--- config.mk ---
export PLATFORM = sky130hd
export DESIGN_NAME = scanline_irq_counter
export DESIGN_NICKNAME = d
export VERILOG_FILES = /design/src/rtl/scanline_irq_pkg.sv /design/src/rtl/scanline_irq_decode.sv /design/src/rtl/scanline_irq_count.sv /design/src/rtl/scanline_irq_flag.sv /design/src/rtl/scanline_irq_counter.sv
export SDC_FILE = /design/constraint.sdc
export NUM_CORES = 1
export LEC_CHECK = 0
export ABC_AREA = 1
export BUFFER_PORTS_ARGS = -buffer_cell sky130_fd_sc_hd__buf_2
export CORE_ASPECT_RATIO = 1.4
export CORE_MARGIN = 2
export CORE_UTILIZATION = 52
export CTS_BUF_LIST = sky130_fd_sc_hd__clkbuf_2 sky130_fd_sc_hd__clkbuf_4 sky130_fd_sc_hd__clkbuf_8
export DETAILED_ROUTE_END_ITERATION = 16
export PLACE_DENSITY_LB_ADDON = 0.05
export SLEW_MARGIN = 20
export SYNTH_ARGS = -nofsm -noshare
export SYNTH_HDL_FRONTEND = slang
export SYNTH_SLANG_ARGS = --single-unit
--- constraint.sdc ---
create_clock -name clk -period 1.65 [get_ports clk]
set_input_delay 0.0825 -clock clk [delete_from_list [all_inputs] [get_ports clk]]
set_output_delay 0.0825 -clock clk [all_outputs]
set_load 0.05 [all_outputs]
--- src/rtl/scanline_irq_pkg.sv ---
package scanline_irq_pkg;

    localparam int unsigned REGION_BITS = 3;
    localparam logic [REGION_BITS-1:0] REGION_COUNTER = 3'b110;
    localparam logic [REGION_BITS-1:0] REGION_ENABLE  = 3'b111;

    typedef struct packed {
        logic load_latch;
        logic mark_reload;
        logic irq_on;
        logic irq_off;
    } sirq_cmd_t;

    localparam sirq_cmd_t CMD_NONE = '{default: 1'b0};

endpackage

--- src/rtl/scanline_irq_decode.sv ---
module scanline_irq_decode
    import scanline_irq_pkg::*;
#(
    parameter int unsigned ADDR_W = 16
) (
    input  logic              wr_en,
    input  logic [ADDR_W-1:0] wr_addr,
    output sirq_cmd_t         cmd
);
    localparam int unsigned TOP_LSB = ADDR_W - REGION_BITS;

    logic [REGION_BITS-1:0] region;
    logic                   addr_unused;

    assign region      = wr_addr[ADDR_W-1:TOP_LSB];
    assign addr_unused = ^wr_addr[TOP_LSB-1:1];

    always_comb begin
        cmd = CMD_NONE;
        if (wr_en) begin
            unique case (region)
                REGION_COUNTER: begin
                    cmd.load_latch  = ~wr_addr[0];
                    cmd.mark_reload =  wr_addr[0];
                end
                REGION_ENABLE: begin
                    cmd.irq_off = ~wr_addr[0];
                    cmd.irq_on  =  wr_addr[0];
                end
                default: cmd = CMD_NONE;
            endcase
        end
    end
endmodule

--- src/rtl/scanline_irq_count.sv ---
module scanline_irq_count
    import scanline_irq_pkg::*;
#(
    parameter int unsigned CNT_W = 8
) (
    input  logic             clk,
    input  logic             rst,
    input  sirq_cmd_t        cmd,
    input  logic [CNT_W-1:0] wr_data,
    input  logic             line_pulse,
    output logic [CNT_W-1:0] count,
    output logic [CNT_W-1:0] count_next,
    output logic             reload_pend
);
    logic [CNT_W-1:0] latch_q, latch_n;
    logic             pend_w, pend_n;

    always_comb begin
        // writes take effect before the scanline step
        latch_n    = cmd.load_latch ? wr_data : latch_q;
        pend_w     = reload_pend | cmd.mark_reload;
        count_next = count;
        pend_n     = pend_w;
        if (line_pulse) begin
            if (count == '0 || pend_w) begin
                count_next = latch_n;
                pend_n     = 1'b0;
            end else begin
                count_next = count - CNT_W'(1);
            end
        end
    end

    always_ff @(posedge clk) begin
        if (rst) begin
            count       <= '0;
            latch_q     <= '0;
            reload_pend <= 1'b0;
        end else begin
            count       <= count_next;
            latch_q     <= latch_n;
            reload_pend <= pend_n;
        end
    end
endmodule

--- src/rtl/scanline_irq_flag.sv ---
module scanline_irq_flag
    import scanline_irq_pkg::*;
#(
    parameter int unsigned CNT_W = 8
) (
    input  logic             clk,
    input  logic             rst,
    input  sirq_cmd_t        cmd,
    input  logic             line_pulse,
    input  logic [CNT_W-1:0] count_next,
    output logic             irq
);
    logic enable_q, enable_n, irq_n;

    always_comb begin
        enable_n = enable_q;
        if (cmd.irq_on)  enable_n = 1'b1;
        if (cmd.irq_off) enable_n = 1'b0;
        irq_n = cmd.irq_off ? 1'b0 : irq;
        if (line_pulse && enable_n && count_next == '0)
            irq_n = 1'b1;
    end

    always_ff @(posedge clk) begin
        if (rst) begin
            enable_q <= 1'b0;
            irq      <= 1'b0;
        end else begin
            enable_q <= enable_n;
            irq      <= irq_n;
        end
    end
endmodule

--- src/rtl/scanline_irq_counter.sv ---
module scanline_irq_counter
    import scanline_irq_pkg::*;
#(
    parameter int unsigned ADDR_W = 16,
    parameter int unsigned CNT_W  = 8
) (
    input  logic              clk,
    input  logic              rst,
    input  logic              wr_en,
    input  logic [ADDR_W-1:0] wr_addr,
    input  logic [CNT_W-1:0]  wr_data,
    input  logic              line_pulse,
    output logic              irq,
    output logic [CNT_W-1:0]  count
);
    sirq_cmd_t        cmd;
    logic [CNT_W-1:0] count_next;
    logic             reload_pend;

    scanline_irq_decode #(.ADDR_W(ADDR_W)) u_dec (
        .wr_en   (wr_en),
        .wr_addr (wr_addr),
        .cmd     (cmd)
    );

    scanline_irq_count #(.CNT_W(CNT_W)) u_cnt (
        .clk         (clk),
        .rst         (rst),
        .cmd         (cmd),
        .wr_data     (wr_data),
        .line_pulse  (line_pulse),
        .count       (count),
        .count_next  (count_next),
        .reload_pend (reload_pend)
    );

    scanline_irq_flag #(.CNT_W(CNT_W)) u_flag (
        .clk        (clk),
        .rst        (rst),
        .cmd        (cmd),
        .line_pulse (line_pulse),
        .count_next (count_next),
        .irq        (irq)
    );
endmodule

* After elaboration in Yosys (flattened, before gate mapping)
Index checks and enable logic that the tools add are counted.
W data, S select, Z words.
** Operators by class
- Add/sub/neg operators :: 1
- $mul :: 0
- Divide/modulo/power cells :: 0
- Magnitude comparators :: 0
- Equality and inequality tests :: 2
- Shifts and indexed selects :: 0
- Multiplexer cells :: 12
- Bitwise logic cells :: 2
- Reductions and logical operators :: 6
** Operators with widths (count)
- $mux W8 :: 3
- $logic_not A8 Y1 :: 2
- $sub A8 B1 Y8 const B :: 1
- $eq A3 B3 Y1 const B :: 2
- $mux W1 :: 6
- $mux W2 :: 2
- $mux W4 :: 1
- $logic_and A1 B1 Y1 :: 2
- $reduce_bool A2 Y1 :: 1
- $logic_or A1 B1 Y1 :: 1
- $not A1 Y1 :: 1
- $or A1 B1 Y1 :: 1
** Word-level totals
- Flip-flop bits (word level) :: 19
- Latch bits :: 0
- Bits in writable memories :: 0
- Bits in read-only memories :: 0
- Input bits :: 28
- Output and inout bits :: 9
- Word-level logic and storage cells :: 28
- Memories kept :: 0

* Logic depth before layout (Yosys ltp)
Gate-level depths: netlist (run 1).
- Word-level depth :: 10
- Mapped depth :: 14

* Hierarchy
Synthesis (run 1) repeated with hierarchy kept, for this count alone.
** Second synthesis, totals
- Cells, all modules :: 163
- Area total of the unflattened synthesis :: 1067.3 sq um
** Modules (own cells, without submodules)
- scanline_irq_count :: times used 1, cells each 131, area an instance 903.4 sq um, seq. area each 340.3 sq um
- scanline_irq_flag :: times used 1, cells each 22, area an instance 123.9 sq um, seq. area each 40.0 sq um
- scanline_irq_decode :: times used 1, cells each 10, area an instance 40.0 sq um, seq. area each 0.0 sq um

* Least setup slack after synthesis (run 1)
No wires, ideal clock.
- Path kind :: flip-flop to flip-flop
- From :: register u_cnt.count[0]
- To :: register u_flag.irq
- Setup time :: 0.065 ns
- Data arrival time :: 1.871 ns
- Data required time :: 1.585 ns
- Slack :: -0.286 ns
- Stages on the path, launching flop included :: 14
- Path buffers :: 0
- Cell sequence :: dfxtp_1 -> inv_1 -> ha_1 -> nand2_2 -> nor2_1 -> nor2_4 -> nand2_1 -> nand3_1 -> nand2_1 -> nor2_1 -> nand2_1 -> nor2_1 -> nor2_1 -> nor2_1
** Between the ends
- Word-level cells in the longest chain between the ends :: 7
** RTL lines
- start: declaration :: line scanline_irq_count.sv:11 : output logic [CNT_W-1:0] count,
- start signal: assignment :: line scanline_irq_count.sv:40 : count <= count_next;
- parallel branches: the longest is 3 deep, another holds $sub A8 B1 Y8
- $mux W8 * :: line scanline_irq_count.sv:24 : if (line_pulse) begin
- $logic_not A8 Y1 * :: line scanline_irq_flag.sv:20 : if (line_pulse && enable_n && count_next == '0)
- $logic_and A1 B1 Y1 * :: line scanline_irq_flag.sv:20
- $mux W1 or $reduce_bool A2 Y1 (tied branches)
- end signal: assignment :: line scanline_irq_flag.sv:30 : irq <= irq_n;
- end: declaration :: line scanline_irq_flag.sv:11 : output logic irq
Mark *: on every way between the ends.
A chain may end at the register's enable or synchronous reset.

* Worst setup path in the final report (run 1)
Same ends and word-level chain as after synthesis.

==> results.sh, run 1 <==
export IMPL_syn_inst=184
export IMPL_startpoint="u_cnt.count[0]$_SDFF_PP0_"
export IMPL_p_per_area_nw_per_um2=2210
export IMPL_track_usage_pct=21.4
export IMPL_synth_top_area_share_pct=32.2
export IMPL_fin_crit_sh_pct=95.4
export IMPL_grt_pass1_wl_mm=4.27
export IMPL_fin_area_um2=1500
export IMPL_grt_ovfl_total=0
export IMPL_dieArea_um2=2670
export IMPL_wl_mm=2.77
export IMPL_ant_nets=0
export IMPL_critPathTopFamily="simple AND/OR/NAND/NOR gates"
export IMPL_worst_pin_slew_ns=0.351
export IMPL_p_leak_nw=0.768
export IMPL_critPathKind="register to register"
export IMPL_crit_arrival_ns=1.81
export IMPL_place_ws_ns=0.0355
export IMPL_synth_commonest_cells="63 x nand2_1, 24 x nor2_1, 19 x dfxtp_1"
export IMPL_yosys_register_bits=19
export IMPL_syn_to_final_growth_pct=27.3
export IMPL_cp_start_kind="register"
export IMPL_fin_ws_ns=0.0767
export IMPL_grt_max_degree=20
export IMPL_swShare_pct=54.1
export IMPL_cts_clk_slew_worst_paths_ns=0.10
export IMPL_worstSetupEndpointType="register"
export IMPL_drtIter0Drc=23
export IMPL_hp_class="input pin to register"
export IMPL_start_util_pct=54.9
export IMPL_synthTopCellsByArea="dfxtp_1 32%, nand2_1 20%, nor2_1 7.6%"
export IMPL_outcome="finished, final reports clean"
export IMPL_hold_ws_ns=0.0484
export IMPL_rows=20
export IMPL_cp_required_ns=1.89
export IMPL_drv_cap=0
export IMPL_ys_seq_area_share_pct=32.2
export IMPL_hp_start="wr_data[5]"
export IMPL_dp_hpwl_mm=2.01
export IMPL_critical_path_max_stage_delay_ns=0.37
export IMPL_htreeDepth=1
export IMPL_cts_tree="built"
export IMPL_vias=1223
export IMPL_antenna_diode_count=0
export IMPL_nFillCells=200
export IMPL_p_comb_share_pct=69.8
export IMPL_yosysUniqueCellTypes=24
export IMPL_crit_chain="inv_4 > ha_2 > nand2_1 > nand2_1 > nand2_1 > nand3_1 > nand4_1 > nor2_1 > nand2_1 > nor2_1 > nor2_1 > nor2_1"
export IMPL_fin_util_pct=69.9
export IMPL_async_flop_share_pct=0
export IMPL_fmax_mhz=636
export IMPL_syn_nets=214
export IMPL_timing_rr_start="u_cnt.count[0]$_SDFF_PP0_"
export IMPL_finalClockSkew_ns=0.00214
export IMPL_io_buffers=24
export IMPL_fin_nets=243
export IMPL_hold_viol_final=0
export IMPL_drt_first_pass_iters=4
export IMPL_synth_most_common_cell="nand2_1"
export IMPL_multi_input_area_um2=813
export IMPL_min_period_ns=1.57
export IMPL_yosysTopAreaCell="dfxtp_1"
export IMPL_io_pins=37
export IMPL_numCtsBuffers=3
export IMPL_post_dp_cell_area_um2=1340
export IMPL_seqPwrFrac_pct=22.8
export IMPL_tns_ns=0
export IMPL_worst_path_buf_inv=1
export IMPL_rsz0062_at_grt="yes"
export IMPL_cts_buffer_depth=2
export IMPL_setup_viol=0
export IMPL_crit_fanout=5
export IMPL_die_h_um=60.4
export IMPL_yosysWarnings=0
export IMPL_final_seq_area_um2=403
export IMPL_antenna_found_initial=0
export IMPL_wl_per_cell_um=11.8
export IMPL_ctsHoldBuffers=0
export IMPL_cts_root_buffer="clkbuf_4"
export IMPL_p_int_mw=1.52
export IMPL_cp_slowest_cell="dfxtp_4"
export IMPL_die_width_um=44.3
export IMPL_gp_congestion=0.843
export IMPL_core_area_um2=2150
export IMPL_synth_edff_count=0
export IMPL_insertion_delay_ns=0.29
export IMPL_maxSlewViolCount=0
export IMPL_cts_sinks=19
export IMPL_relSlewSlack_pct=76.6
export IMPL_clock_power_share_pct=7.4
export IMPL_drc_errors=0
export IMPL_drive_gt1_share_pct=35.8
export IMPL_switchingPower_mw=1.79
export IMPL_syn_area_um2=1180
export IMPL_viasPerCell=5.23
export IMPL_syn_avg_cell_area_um2=6.42
export IMPL_synth_ff_type="dfxtp_1"
export IMPL_ir_drop_mv=1.43
export IMPL_grt_pass1_vias=1022
cells by family (layout without fill, tap and decap cells):
family	after synthesis	count (layout)	synth area share [%]
simple gates	124	124	49.8
compound gates	13	13	6.99
fa+ha+maj	2	2	2.12
xor+xnor	1	1	0.742
flops	19	19	32.2
buf+inv	25	53	8.16
tightest hold or removal path: cells and delay by family:
kind	cells	cell delay [ns]
buffers and inverters	1	0.08
AO/OA/AOI/OAI	1	0.07
AND/OR/NAND/NOR	1	0.07
registers in the layout (all words and copies together) (netlist names):
| name | flops |
|---|---|
| u_cnt.count | 8 |
| u_cnt.latch_q | 8 |
| u_cnt.reload_pend | 1 |
| u_flag.enable_q | 1 |
| u_flag.irq | 1 |
final timing paths:
path / end / slack [ns] / cells past startpoint
setup reg to reg: u_flag.irq$_SDFFE_PP0P_ / 0.08 / 12
setup / recovery: u_flag.irq$_SDFFE_PP0P_ / 0.08 / 12
hold / removal: u_cnt.latch_q[5]$_SDFF_PP0_ / 0.05 / 3
hold reg to reg: u_cnt.latch_q[4]$_SDFF_PP0_ / 0.49 / 2
cell usage in the layout, fill, tap and decap left out, types with 2 or more instances in the layout:
master / Yosys / layout
dfxtp_1: 19 / 11
nand3_1: 15 / 10
nor2_1: 24 / 21
dfxtp_2: 0 / 3
nand4_1: 3 / 3
a21oi_1: 10 / 10
buf_4: 0 / 3
inv_2: 1 / 3
nand2_2: 2 / 8
nand3_2: 0 / 5
nor2_4: 3 / 6
nand2_4: 3 / 5
nor2_2: 2 / 2
buf_2: 1 / 24
nor3_1: 2 / 2
nand3b_1: 6 / 6
dfxtp_4: 0 / 5
nand2_1: 63 / 54
clkbuf_4: 0 / 4
inv_1: 18 / 16
inv_4: 0 / 2
final cells by class:
cell class,instances,area share (%)
Timing Repair Buffer,27,9.48
Multi-Input combinational cell,140,54.1
Tap cell,22,1.83
Inverter,22,5.82
Sequential cell,19,26.8
Clock buffer,4,2.00
stage by stage:
step	std cells	power (mW)
after global placement	229	2.56
final	234	3.32
after global routing	234	3.60
after detailed placement	229	2.58
after CTS	233	2.84
after floorplan	184	2.21
metal layers:
layer  up-vias  track usage (%)  part of all wire (%)  wire length [µm]
met4         0             6.49                   3.3                91
met3        11             3.87                   3.9               109
met2        33             41.0                    52              1430
met1       548             23.3                    41              1140
met5         -                0                     0                 0
li1        631                -                     -                 -
power by group through the flow:
| stage | registers, mW | clock network [mW] | logic, mW |
|---|---|---|---|
| finish | 0.756 | 0.247 | 2.31 |
| global placement | 0.714 | 0 | 1.84 |
| detailed placement | 0.721 | 0 | 1.86 |
| CTS | 0.710 | 0.253 | 1.88 |
| global route | 0.772 | 0.278 | 2.55 |
| floorplan | 1.01 | 0 | 1.20 |
what timing repair did:
item / in CTS / in global routing
hold endpoints to repair: 0 / 0
setup buffers: 0 / 1
cloned: 0 / 0
endpoints found under the setup margin: 1 / 1
resized for setup: 1 / 36
pin swaps: 0 / 12
(Power assumes the default switching activity.)
==> run 2, diff against run 1 <==
--- a/config.mk
+++ b/config.mk
@@ -9,3 +9,2 @@
 export BUFFER_PORTS_ARGS = -buffer_cell sky130_fd_sc_hd__buf_2
-export CORE_ASPECT_RATIO = 1.4
 export CORE_MARGIN = 2
==> constraint.sdc (replaced) <==
create_clock -name clk -period 1.65 [get_ports clk]
set_input_delay 0.165 -clock clk [delete_from_list [all_inputs] [get_ports clk]]
set_output_delay 0.165 -clock clk [all_outputs]
set_load 0.05 [all_outputs]
==> run 2 against run 1 <==
Effect of this change: fmax increased by 0.20%; clock skew is essentially flat; largest power group unchanged; core utilization decreased by 0.22 points.
==> results.sh, run 2 (same netlist as run 1, synthesis figures left out) <==
export IMPL_outcome="finished, final reports clean"
export IMPL_critPathTopFamily="simple AND/OR/NAND/NOR gates"
export IMPL_wl_per_cell_um=10.8
export IMPL_rows=17
export IMPL_clock_power_share_pct=7.3
export IMPL_wl_mm=2.58
export IMPL_hold_ws_ns=0.144
export IMPL_grt_max_degree=20
export IMPL_syn_to_final_growth_pct=28.0
export IMPL_maxSlewViolCount=0
export IMPL_cts_clk_slew_worst_paths_ns=0.10
export IMPL_cts_root_buffer="clkbuf_4"
export IMPL_io_pins=37
export IMPL_fin_util_pct=69.7
export IMPL_worstSetupEndpointType="register"
export IMPL_setup_viol=0
export IMPL_seqPwrFrac_pct=23.0
export IMPL_dieArea_um2=2670
export IMPL_hold_viol_final=0
export IMPL_drtIter0Drc=16
export IMPL_drive_gt1_share_pct=34.9
export IMPL_cp_required_ns=1.83
export IMPL_p_per_area_nw_per_um2=2180
export IMPL_switchingPower_mw=1.76
export IMPL_insertion_delay_ns=0.29
export IMPL_drc_errors=0
export IMPL_tns_ns=0
export IMPL_htreeDepth=1
export IMPL_start_util_pct=54.4
export IMPL_layout_common_cells="55 x nand2_1, 24 x buf_2, 22 x nor2_1"
export IMPL_critical_path_max_stage_delay_ns=0.40
export IMPL_p_int_mw=1.54
export IMPL_antenna_found_initial=0
export IMPL_die_width_um=51.7
export IMPL_critPathKind="register to register"
export IMPL_timing_rr_start="u_cnt.count[1]$_SDFF_PP0_"
export IMPL_startpoint="u_cnt.count[1]$_SDFF_PP0_"
export IMPL_final_common_cell="nand2_1"
export IMPL_final_cells=240
export IMPL_crit_arrival_ns=1.75
export IMPL_dp_hpwl_mm=1.89
export IMPL_reg_largest_list="u_cnt.count x8, u_cnt.latch_q x8"
export IMPL_ant_nets=0
export IMPL_path_common_cell="nor2_1"
export IMPL_vias=1186
export IMPL_crit_chain="inv_4 > ha_4 > nand2_4 > inv_4 > nand2_4 > nand2_8 > nand2_4 > nand3_2 > nand2_1 > nor2_1 > nand2_1 > nor2_1 > nor2_1 > nor2_1"
export IMPL_p_comb_share_pct=69.6
export IMPL_cts_buffer_depth=2
export IMPL_min_period_ns=1.57
export IMPL_cts_tree="built"
export IMPL_fin_crit_sh_pct=95.2
export IMPL_rsz0062_at_grt="yes"
export IMPL_viasPerCell=4.94
export IMPL_drv_cap=0
export IMPL_cp_slowest_cell="dfxtp_4"
export IMPL_cts_sinks=19
export IMPL_grt_pass1_vias=978
export IMPL_hp_start="wr_data[5]"
export IMPL_track_usage_pct=20.2
export IMPL_gp_congestion=0.822
export IMPL_grt_pass1_wl_mm=4.06
export IMPL_drt_first_pass_iters=4
export IMPL_worst_pin_slew_ns=0.334
export IMPL_hp_class="input pin to register"
export IMPL_numCtsBuffers=3
export IMPL_antenna_diode_count=0
export IMPL_finalClockSkew_ns=0.00240
export IMPL_grt_ovfl_total=0
export IMPL_p_leak_nw=0.755
export IMPL_worst_path_buf_inv=2
export IMPL_io_buffers=24
export IMPL_crit_fanout=8
export IMPL_cp_start_kind="register"
export IMPL_die_h_um=51.7
export IMPL_core_area_um2=2170
export IMPL_swShare_pct=53.3
export IMPL_dp_cells=234
export IMPL_relSlewSlack_pct=77.7
export IMPL_fmax_mhz=637
export IMPL_ir_drop_mv=1.45
export IMPL_fin_nets=243
## run 2: worst paths after layout
check	to	slack, ns	cells after the start
max	u_flag.irq$_SDFFE_PP0P_	0.08	14
min	u_cnt.latch_q[5]$_SDFF_PP0_	0.14	3
min reg2reg	u_cnt.latch_q[4]$_SDFF_PP0_	0.49	2
max reg2reg	u_flag.irq$_SDFFE_PP0P_	0.08	14
## run 2: tightest hold or removal path, stage by stage
cell and delay, ns:
buf_2 0.09, o21ai_2 0.08, nor2_1 0.08
## run 2: per-layer routing
layer  up-vias  share of wire [%]  GRT usage (%)
li1        636                  -              -
met1       523                 46           24.7
met2        22                 49           35.0
met3         5                2.9           2.59
met4         0                1.6           9.21
met5         -                  0              0
## run 2: area by class of cell
class | instances | area (µm²)
multi-input combinational | 140 | 813
fill | 207 | 658
sequential | 19 | 400
timing repair buffer | 27 | 143
inverter | 22 | 90.1
tap | 28 | 35.0
clock buffer | 4 | 30.0
## run 2: timing repair
item                       CTS  global route
setup endpoints to repair    0             1
gates resized for setup      0            35
setup buffers                0             2
hold buffers                 0             0
## run 2: power by group through the flow
stage          clock, mW  combinational, mW  sequential (mW)
4_1_cts            0.255               1.85            0.715
6_report           0.242               2.30            0.760
2_1_floorplan          0               1.20             1.01
5_1_grt            0.273               2.54            0.785
3_3_place_gp           0               1.82            0.719
3_5_place_dp           0               1.84            0.729
## run 2: metrics by stage
| step | setup WS [ns] | power [mW] | area, µm² |
|---|---|---|---|
| 2_1_floorplan | 0.0257 | 2.21 | 1190 |
| 3_3_place_gp | 0.0534 | 2.54 | 1340 |
| 3_5_place_dp | 0.0509 | 2.57 | 1340 |
| 4_1_cts | 0.0168 | 2.82 | 1370 |
| 5_1_grt | -0.0253 | 3.59 | 1510 |
| 6_report | 0.0799 | 3.30 | 1510 |
==> run 3, diff against run 2 <==
CORE_UTILIZATION = 50   (was 52)
CTS_BUF_LIST = sky130_fd_sc_hd__clkbuf_16   (was sky130_fd_sc_hd__clkbuf_2 sky130_fd_sc_hd__clkbuf_4 sky130_fd_sc_hd__clkbuf_8)
HOLD_SLACK_MARGIN = 0.1   (was default)
==> run 3 against run 2 <==
Effect of this change: critical path depth did not move; sequential cell count stayed put; clock-buffer cell count shrank 1; combinational power rose by 2%; fmax shrank 0.39%; first-iteration DRC count grew 19%; largest cell class unchanged; largest power group unchanged.
==> results.sh, run 3 (same netlist as run 1, synthesis figures left out) <==
export IMPL_path_depth=14
export IMPL_critPathKind="register to register"
export IMPL_critPathTopFamily="simple AND/OR/NAND/NOR gates"
export IMPL_worstSetupEndpointType="register"
export IMPL_antenna_diode_count=0
export IMPL_worst_hold_path_endpoint="u_cnt.latch_q[5]$_SDFF_PP0_"
export IMPL_grt_ovfl_total=0
export IMPL_rows=17
export IMPL_min_period_ns=1.58
export IMPL_fin_util_pct=68.7
export IMPL_hold_viol_final=0
export IMPL_ir_drop_mv=1.71
export IMPL_cts_clk_slew_worst_paths_ns=0.06
export IMPL_insertion_delay_ns=0.25
export IMPL_drv_cap=0
export IMPL_cts_resized=0
export IMPL_finalClockSkew_ns=0.00270
export IMPL_worst_pin_slew_ns=0.341
export IMPL_setup_viol=0
export IMPL_relSlewSlack_pct=77.3
export IMPL_hold_ws_ns=0.192
export IMPL_reg2regPathDepth=14
export IMPL_reg2reg_slack_ns=0.07
export IMPL_final_cells=239
export IMPL_viasPerCell=5.15
export IMPL_post_dp_cell_area_um2=1350
export IMPL_hp_start="wr_data[5]"
export IMPL_cts_tree="built"
export IMPL_multi_input_area_um2=803
export IMPL_die_width_um=52.6
export IMPL_wl_mm=2.85
export IMPL_p_leak_nw=0.770
export IMPL_io_buffers=24
export IMPL_grt_max_degree=20
export IMPL_fin_crit_sh_pct=95.5
export IMPL_final_common_cell="nand2_1"
export IMPL_numCtsBuffers=3
export IMPL_cp_start_kind="register"
export IMPL_dieArea_um2=2770
export IMPL_hold_path_depth=3
export IMPL_fin_area_um2=1530
export IMPL_core_area_um2=2230
export IMPL_cp_required_ns=1.78
export IMPL_drive_gt1_share_pct=33.6
export IMPL_path_common_cell="nor2_1"
export IMPL_track_usage_pct=21.4
export IMPL_reg2reg_to="u_flag.irq$_SDFFE_PP0P_"
export IMPL_crit_fanout=8
export IMPL_ctsHoldBuffers=0
export IMPL_timing_rr_start="u_cnt.count[0]$_SDFF_PP0_"
export IMPL_drt_first_pass_iters=4
export IMPL_nFillCells=196
export IMPL_power_mw=3.56
export IMPL_grt_pass1_vias=1077
export IMPL_final_seq_area_um2=394
export IMPL_dp_hpwl_mm=2.02
export IMPL_fmax_mhz=634
export IMPL_antenna_found_initial=0
export IMPL_dp_cells=235
export IMPL_io_pins=37
export IMPL_start_util_pct=52.9
export IMPL_fin_nets=242
export IMPL_layout_common_cells="53 x nand2_1, 24 x buf_2, 23 x nor2_1"
export IMPL_p_per_area_nw_per_um2=2320
export IMPL_maxSlewViolCount=0
export IMPL_gp_congestion=0.881
export IMPL_cts_buffer_depth=2
export IMPL_die_h_um=52.6
export IMPL_syn_to_final_growth_pct=29.9
export IMPL_crit_chain="inv_4 > ha_4 > nand2_4 > inv_4 > nand2_4 > nand2_8 > nand2_2 > nand3_2 > nand2_1 > nor2_1 > nand2_1 > nor2_1 > nor2_1 > nor2_1"
export IMPL_wl_per_cell_um=11.9
export IMPL_crit_arrival_ns=1.71
export IMPL_cts_root_buffer="clkbuf_16"
export IMPL_hp_class="input pin to register"
export IMPL_cts_sinks=19
export IMPL_ant_nets=0
export IMPL_post_cts_buffers=0
export IMPL_cp_slowest_cell="dfxtp_4"
export IMPL_drc_errors=0
export IMPL_worst_path_buf_inv=2
export IMPL_vias=1230
export IMPL_drtIter0Drc=19
export IMPL_outcome="finished, final reports clean"
export IMPL_critical_path_max_stage_delay_ns=0.37
export IMPL_htreeDepth=1
export IMPL_reg_largest_list="u_cnt.count x8, u_cnt.latch_q x8"
export IMPL_grt_pass1_wl_mm=4.35
## run 3: power breakdown
part | switching, mW | internal, mW | total [mW]
registers | 0.144 | 0.581 | 0.725
logic | 1.55 | 0.790 | 2.34
clock network | 0.173 | 0.322 | 0.495
total | 1.86 | 1.69 | 3.56
## run 3: worst max path at each step
stage	from	endpoint	slack (ns)
finish	u_cnt.count[0]$_SDFF_PP0_	u_flag.irq$_SDFFE_PP0P_	0.07
global route	u_cnt.count[5]$_SDFF_PP0_	u_flag.irq$_SDFFE_PP0P_	-0.04
CTS	u_cnt.count[0]$_SDFF_PP0_	u_flag.irq$_SDFFE_PP0P_	0.02
detailed placement	u_cnt.count[0]$_SDFF_PP0_	u_flag.irq$_SDFFE_PP0P_	0.04
global placement	u_cnt.count[0]$_SDFF_PP0_	u_flag.irq$_SDFFE_PP0P_	0.05
floorplan	u_cnt.count[1]$_SDFF_PP0_	u_flag.irq$_SDFFE_PP0P_	0.03
## run 3: layout make-up
| class | instances | area share, % |
|---|---|---|
| Clock inverter | 1 | 0.245 |
| Tap cell | 28 | 2.28 |
| Inverter | 22 | 5.71 |
| Multi-Input combinational cell | 140 | 52.4 |
| Timing Repair Buffer | 26 | 8.81 |
| Clock buffer | 3 | 4.89 |
| Sequential cell | 19 | 25.7 |
## run 3: metal layers
metal  track usage, %  share of wire, %
met2             35.0                49
met4             9.40               2.5
met3             4.57               4.5
met1             26.8                44
met5                0                 0
## run 3: per-stage QoR
stage	worst slack, ns	setup TNS, ns
after detailed placement	0.0435	0
after global routing	-0.0382	-0.0382
after global placement	0.0535	0
after CTS	0.0205	0
after floorplan	0.0257	0
final	0.0737	0
## run 3: worst min-delay path, delay by kind of cell
kind	cells	cell delay [ns]
buffers and inverters	1	0.09
and+or+nand+nor	1	0.08
AOI/OAI and AO/OA	1	0.08
